### config.mk
export PLATFORM = sky130hd
export DESIGN_NAME = dual_lead_count
export DESIGN_NICKNAME = d
export VERILOG_FILES = /design/src/rtl/dlbc_pkg.sv /design/src/rtl/lead_zero_count.sv /design/src/rtl/sign_run_fold.sv /design/src/rtl/dual_lead_count.sv
export SDC_FILE = /design/constraint.sdc
export NUM_CORES = 1
export LEC_CHECK = 0
export BUFFER_PORTS_ARGS = -buffer_cell sky130_fd_sc_hd__buf_2
export CAP_MARGIN = 0
export CORE_MARGIN = 2
export CORE_UTILIZATION = 55
export DETAILED_ROUTE_END_ITERATION = 7
export PLACE_DENSITY = 0.94
export SETUP_SLACK_MARGIN = 0.02
export SLEW_MARGIN = 15
export SYNTH_ARGS = -nofsm -noshare
export SYNTH_HDL_FRONTEND = slang
export SYNTH_SLANG_ARGS = --single-unit
### constraint.sdc
create_clock -name clk -period 4.1 [get_ports clk]
set_clock_uncertainty 0.1 [all_clocks]
set_input_delay 0.41 -clock clk [delete_from_list [all_inputs] [get_ports clk]]
set_output_delay 0.41 -clock clk [all_outputs]
set_load 0.05 [all_outputs]
### src/rtl/dlbc_pkg.sv
package dlbc_pkg;
  localparam int unsigned DEF_DATA_W = 32;

  typedef enum logic [1:0] {
    SGN_POS  = 2'b00,
    SGN_NEG  = 2'b01,
    SGN_ZERO = 2'b10
  } sign_class_t;
endpackage

### src/rtl/lead_zero_count.sv
module lead_zero_count #(
  parameter int unsigned W  = 32,
  localparam int unsigned CW = $clog2(W + 1)
) (
  input  logic [W-1:0]  vec,
  output logic [CW-1:0] count
);
  always_comb begin
    logic hit;
    hit   = 1'b0;
    count = CW'(W);
    for (int i = W - 1; i >= 0; i--) begin
      if (!hit && vec[i]) begin
        count = CW'(W - 1 - i);
        hit   = 1'b1;
      end
    end
  end
endmodule

### src/rtl/sign_run_fold.sv
module sign_run_fold #(
  parameter int unsigned W = 32
) (
  input  logic [W-1:0] operand,
  output logic [W-2:0] folded
);
  // each bit below the MSB becomes 1 where it departs from the sign
  for (genvar g = 0; g < W - 1; g++) begin : g_fold
    assign folded[g] = operand[g] ^ operand[W-1];
  end
endmodule

### src/rtl/dual_lead_count.sv
module dual_lead_count
  import dlbc_pkg::*;
#(
  parameter int unsigned DATA_W = DEF_DATA_W,
  localparam int unsigned HALF_W = DATA_W / 2,
  localparam int unsigned UCW    = $clog2(DATA_W + 1),
  localparam int unsigned SCW    = $clog2(DATA_W)
) (
  input  logic              clk,
  input  logic              rst_n,
  input  logic              in_valid,
  output logic              in_ready,
  input  logic [DATA_W-1:0] in_data,
  output logic              out_valid,
  input  logic              out_ready,
  output logic [DATA_W-1:0] out_result,
  output logic              out_zero,
  output logic              out_neg
);
  logic [UCW-1:0]    ucnt;
  logic [SCW-1:0]    scnt;
  logic [DATA_W-2:0] folded;
  logic              take;
  sign_class_t       cls;

  lead_zero_count #(.W(DATA_W)) i_ucount (
    .vec   (in_data),
    .count (ucnt)
  );

  sign_run_fold #(.W(DATA_W)) i_fold (
    .operand (in_data),
    .folded  (folded)
  );

  lead_zero_count #(.W(DATA_W - 1)) i_scount (
    .vec   (folded),
    .count (scnt)
  );

  always_comb begin
    if (in_data[DATA_W-1])  cls = SGN_NEG;
    else if (~|in_data)     cls = SGN_ZERO;
    else                    cls = SGN_POS;
  end

  assign in_ready = !out_valid || out_ready;
  assign take     = in_valid && in_ready;

  always_ff @(posedge clk) begin
    if (!rst_n) begin
      out_valid  <= 1'b0;
      out_result <= '0;
      out_zero   <= 1'b0;
      out_neg    <= 1'b0;
    end else begin
      if (in_ready) out_valid <= in_valid;
      if (take) begin
        out_result <= {HALF_W'(scnt), HALF_W'(ucnt)};
        out_zero   <= (cls == SGN_ZERO);
        out_neg    <= (cls == SGN_NEG);
      end
    end
  end

  a_r1_low_range: assert property (@(posedge clk) disable iff (!rst_n)
    out_valid |-> out_result[HALF_W-1:0] <= HALF_W'(DATA_W));

  a_r2_halves_offset: assert property (@(posedge clk) disable iff (!rst_n)
    out_valid && !out_neg && !out_zero |->
      out_result[DATA_W-1:HALF_W] == out_result[HALF_W-1:0] - HALF_W'(1));

  a_r3_neg_low_zero: assert property (@(posedge clk) disable iff (!rst_n)
    out_valid && out_neg |-> out_result[HALF_W-1:0] == '0);

  a_r4_zero_counts: assert property (@(posedge clk) disable iff (!rst_n)
    out_valid && out_zero |->
      out_result[HALF_W-1:0] == HALF_W'(DATA_W) &&
      out_result[DATA_W-1:HALF_W] == HALF_W'(DATA_W - 1));

  a_r6_stall_hold: assert property (@(posedge clk) disable iff (!rst_n)
    out_valid && !out_ready |=> out_valid && $stable(out_result) &&
      $stable(out_zero) && $stable(out_neg));

  a_r7_flags_exclusive: assert property (@(posedge clk) disable iff (!rst_n)
    out_valid |-> !(out_zero && out_neg));

  a_r9_drain: assert property (@(posedge clk) disable iff (!rst_n)
    out_valid && out_ready && !in_valid |=> !out_valid);
endmodule

**Yosys cells after proc, flatten, opt, wreduce, memory -nomap -nowiden**

Cells that the tools add are included.

- Word-level logic and storage cells: 289
- Flip-flop bits (word level): 14
- Bits in read-only memories: 0
- Output and inout bits: 36
- Input port bits: 36
- Memories: 0
- RAM bits: 0
- Latch bits: 0

- Bitwise operators: 31
- Order comparisons: 0
- Muxes and demuxes: 126
- Equality and inequality tests: 2
- Shift-type cells: 0
- Reduce and logical (&&, ||, !) cells: 126
- $mul: 0
- Div/mod/pow operators: 0
- Add/subtract/negate cells: 0

Operators with widths:

| operator | number |
|---|---|
| 6-bit 2-to-1 mux | 32 |
| 5-bit 2-to-1 mux | 31 |
| 1-bit logical AND | 62 |
| 1-bit zero test | 62 |
| 1-bit 2-to-1 mux | 61 |
| 32-bit OR reduction | 1 |
| 1-bit XOR | 31 |
| 2-bit 2-to-1 mux | 2 |
| 2-bit by 1-bit == test with 1-bit output (second input constant) | 1 |
| 2-bit == test (second input constant) | 1 |
| 1-bit logical OR | 1 |

**Depth between registers and ports, before layout**

- Depth after elaboration: 94
- Depth in mapped cells: 10
- Mapped depth without buffers: 8

**Modules after synthesis**

From an unflattened synthesis, not the netlist that was laid out.

- Cell total of the unflattened synthesis: 247
- Area, all modules: 1,831.8 µm²

Modules (own cells, without submodules):

| module | instances | sequential area each (µm²) | area each (µm²) | cells each |
|---|---|---|---|---|
| dual_lead_count | 1 | 280.3 | 743.2 | 93 |
| lead_zero_count at i_ucount | 1 | 0.0 | 385.4 | 64 |
| lead_zero_count at i_scount | 1 | 0.0 | 360.3 | 55 |
| sign_run_fold | 1 | 0.0 | 342.8 | 35 |

**Worst setup path before layout**

Ideal clock, no wire load.

- Path type: in2reg
- From: in in_data[31]
- To: reg out_result[18]
- Path buffers: 1
- Arrival: 2.296 ns
- Required time: 3.874 ns
- Setup time: 0.126 ns
- Slack: 1.578 ns
- Stages: 9
- Cells stage by stage: buf_2 -> inv_1 -> ha_1 -> or3_1 -> o32a_2 -> a2111oi_4 -> nand2_2 -> o21ai_2 -> o22ai_1

- Longest elaborated chain between the ends: 92
- Elaborated cells on any way between the ends: 152
- Classes of those cells: 61 x mux; 31 x bitwise; 60 x reduce/logical

Ends and longest elaborated chain:

| what | line | text |
|---|---|---|
| start: declaration | dual_lead_count.sv:13 | `input logic [DATA_W-1:0] in_data,` |
| 1-bit XOR | sign_run_fold.sv:9 | `assign folded[g] = operand[g] ^ operand[W-1];` |
| 1-bit 2-to-1 mux | lead_zero_count.sv:13 | `if (!hit && vec[i]) begin` |
| 1-bit zero test | lead_zero_count.sv:13 |  |
| 1-bit logical AND | lead_zero_count.sv:13 |  |
| 1-bit 2-to-1 mux | lead_zero_count.sv:13 |  |
| 1-bit zero test | lead_zero_count.sv:13 |  |
| 1-bit logical AND | lead_zero_count.sv:13 |  |
| 1-bit 2-to-1 mux | lead_zero_count.sv:13 |  |
| [... 76 more ...] | -- |  |
| 1-bit logical AND | lead_zero_count.sv:13 |  |
| 1-bit 2-to-1 mux | lead_zero_count.sv:13 |  |
| 1-bit zero test | lead_zero_count.sv:13 |  |
| 1-bit logical AND | lead_zero_count.sv:13 |  |
| 1-bit 2-to-1 mux | lead_zero_count.sv:13 |  |
| 1-bit zero test | lead_zero_count.sv:13 |  |
| 1-bit logical AND | lead_zero_count.sv:13 |  |
| 5-bit 2-to-1 mux (*) | lead_zero_count.sv:13 |  |
| end signal: assignment | dual_lead_count.sv:59 | `out_result <= {HALF_W'(scnt), HALF_W'(ucnt)};` |
| end: declaration | dual_lead_count.sv:16 | `output logic [DATA_W-1:0] out_result,` |

Every way passes the cells marked *; elsewhere a longest branch is shown, timed or not.
A chain may end at the register's enable or synchronous reset.

**Worst setup path after layout**

Same ends and word-level chain as after synthesis.

==> results.sh <==
export IMPL_r2r_start="out_valid"
export IMPL_syn_avg_cell_area_um2=6.81
export IMPL_port_buffer_count=50
export IMPL_drc=0
export IMPL_leakagePower_uw=0.000906
export IMPL_path_clk_slew_ns=0.06
export IMPL_hold_class="input pin to flop"
export IMPL_row_count=22
export IMPL_arrival_ns=3.13
export IMPL_cts_resized_gates=0
export IMPL_drt_iter0_markers=269
export IMPL_ys_seq_area_frac=0.137
export IMPL_fp_dieArea_um2=4220
export IMPL_num_vias=2431
export IMPL_fin_tns_setup_ns=0
export IMPL_r2r_slack_ns=2.37
export IMPL_start_util=0.567
export IMPL_worstMarginPinSlew_ns=0.602
export IMPL_max_clock_freq_mhz=322
export IMPL_period_minus_slack_ns=3.10
export IMPL_ir_drop_mv=0.246
export IMPL_power_uw=498
export IMPL_synth_edf_count=0
export IMPL_power_density_nw_per_um2=223
export IMPL_first_pass_iters=7
export IMPL_setup_slack_ns=0.997
export IMPL_synth_cell_types=67
export IMPL_worst_setup_path_type="input pin to flop"
export IMPL_grt_ovfl_total=0
export IMPL_slowest_delay_ns=0.56
export IMPL_ff2ff_path_depth=6
export IMPL_finalSetupViolCount=0
export IMPL_post_route_period_util=0.757
export IMPL_io_pins=72
export IMPL_grt_pass1_wl_um=9580
export IMPL_cap_violations=0
export IMPL_synth_seq_cells=14
export IMPL_antenna_found_initial=0
export IMPL_slowest_stage="a2111oi_4"
export IMPL_clockBufferDepth=2
export IMPL_clk_latency_ns=0.24
export IMPL_tritoncts="built"
export IMPL_post_place_ws_ns=0.820
export IMPL_netlist_area_um2=2040
export IMPL_whs_endpoint="out_valid"
export IMPL_grt_pass1_vias=2146
export IMPL_syn_inst=300
export IMPL_ctsHtreeMaxLevel=1
export IMPL_grt_usage=0.280
export IMPL_die_w_um=65.0
export IMPL_async_reset_ff_frac=0
export IMPL_routedWlPerCell_um=15.1
export IMPL_numCtsBuffers=3
export IMPL_core_area_um2=3610
export IMPL_required_ns=4.12
export IMPL_r2r_end="out_result[17]"
export IMPL_min_path_cells=3
export IMPL_die_h_um=65.0
export IMPL_status="finished clean"
export IMPL_crit_chain="buf_2 -> inv_1 -> ha_1 -> or3_1 -> o32a_2 -> a2111oi_4 -> nand2_2 -> o21ai_2 -> o22ai_1"
export IMPL_fin_nets=373
export IMPL_area_growth_pct=9.42
export IMPL_n_antenna_cell=0
export IMPL_postCtsSetupBuffers=0
export IMPL_rsz0062_at_grt="false"
export IMPL_globalplace_congestion=0.951
export IMPL_place_hpwl_um=4550
export IMPL_drive_gt1_frac=0.210
export IMPL_cp_end_kind="flop"
export IMPL_grt_max_degree=37
export IMPL_synth_warnings=0
export IMPL_via_per_inst=6.36
export IMPL_drt_total_wl_um=5770
export IMPL_hp_start="in_valid"
export IMPL_finalHoldViolCount=0
export IMPL_slew_violations=0
export IMPL_cts_root_buf="clkbuf_8"
export IMPL_startpoint_type="input pin"
export IMPL_maxSlewHeadroom=0.599
export IMPL_critical_path_max_fanout=36
export IMPL_final_antenna_net_count=0
export IMPL_cts_hold_buf=0
export IMPL_ys_flop_type="dfxtp_1"
export IMPL_cts_sinks=14
-- worst max-delay path, delay by kind of cell --
kind                       cells  cell delay [ns]
AOI/OAI and AO/OA              4             1.13
and+or+nand+nor                2             0.47
adders and majority gates      1             0.38
buffers and inverters          2             0.74
-- power breakdown --
| part | internal [µW] | switching, µW |
|---|---|---|
| clock network | 85.0 | 47.7 |
| logic | 58.5 | 160 |
| registers | 143 | 3.82 |
| total | 287 | 212 |
-- synth_stat cells (all sizes together) (3+ instances only) --
cell type,number,area share
o21a,3,0.011
nor2,24,0.044
inv,16,0.029
a21oi,16,0.039
a31oi,4,0.012
nor4,12,0.046
or2,4,0.012
nor3,11,0.027
nand4,3,0.0092
nor2b,7,0.021
and3,5,0.015
dfxtp,14,0.14
nand2,22,0.042
o21bai,3,0.011
o21ai,23,0.058
o32a,3,0.015
nor3b,3,0.011
a21boi,6,0.022
a21o,4,0.015
o31ai,3,0.011
and2,4,0.012
clkbuf,10,0.019
o221a,3,0.017
or4,4,0.015
a2bb2oi,3,0.013
or3,4,0.012
o22ai,3,0.0092
buf,30,0.10
nand2b,4,0.012
nand3,11,0.027
-- state kept, by name, summed over array words and instances (netlist names) --
| signal | flops |
|---|---|
| out_neg | 1 |
| out_valid | 1 |
| out_zero | 1 |
| out_result | 11 |
-- routing by layer --
layer | GRT usage | vias up | part of all wire
met5 | 0 | - | 0
met4 | 0.133 | 0 | 0.029
met3 | 0.0260 | 19 | 0.085
met2 | 0.429 | 155 | 0.45
met1 | 0.393 | 1110 | 0.43
li1 | - | 1147 | -
-- stage by stage --
stage | hold slack (ns) | area [µm²] | utilization | cells
3_5_place_dp | 0.356 | 2180 | 0.605 | 378
5_1_grt | 0.361 | 2240 | 0.620 | 382
6_report | 0.339 | 2240 | 0.620 | 382
2_1_floorplan | 0.435 | 2120 | - | 320
4_1_cts | 0.340 | 2240 | 0.620 | 382
3_3_place_gp | 0.349 | 2180 | 0.605 | 378
-- cell usage in the layout, fill, tap and decap left out, types with 5 or more instances in the layout --
| cell type | Yosys | routed |
|---|---|---|
| a21boi_0 | 6 | 6 |
| a21oi_1 | 16 | 16 |
| and3_1 | 5 | 5 |
| buf_2 | 8 | 50 |
| conb_1 | 1 | 21 |
| dfxtp_1 | 14 | 14 |
| inv_1 | 16 | 16 |
| nand2_1 | 21 | 21 |
| nand3_1 | 11 | 11 |
| nor2_1 | 24 | 24 |
| nor2b_1 | 7 | 7 |
| nor3_1 | 11 | 11 |
| nor4_1 | 9 | 9 |
| o21ai_0 | 20 | 20 |
-- cell families (layout without fill, tap and decap cells) --
group,Yosys count,after routing,synth area share
compound gates,98,98,0.345
xor+xnor,2,2,0.00857
fa+ha+maj,2,2,0.0122
buf+inv,56,70,0.151
flops,14,14,0.137
mux,1,1,0.00490
other cells,1,21,0.00183
simple gates,126,126,0.340
-- cell type report --
cell class / count / area [µm²]
Tap cell: 48 / 60.1
Multi-Input combinational cell: 250 / 1530
Inverter: 16 / 60.1
Clock buffer: 4 / 55.1
Sequential cell: 14 / 280
Fill cell: 366 / 1370
Timing Repair Buffer: 50 / 250
-- worst max path at each step --
stage	start	to	slack [ns]	cells after the start
final	in_data[31]	out_result[18]	1.0	9
after global routing	in_data[31]	out_result[18]	0.84	9
after CTS	in_data[31]	out_result[18]	1.09	9
after detailed placement	in_data[31]	out_result[18]	0.82	9
after global placement	in_data[31]	out_result[18]	0.95	9
after floorplan	in_data[31]	out_result[18]	1.58	9
No activity file was read; power rests on OpenSTA's default activity.
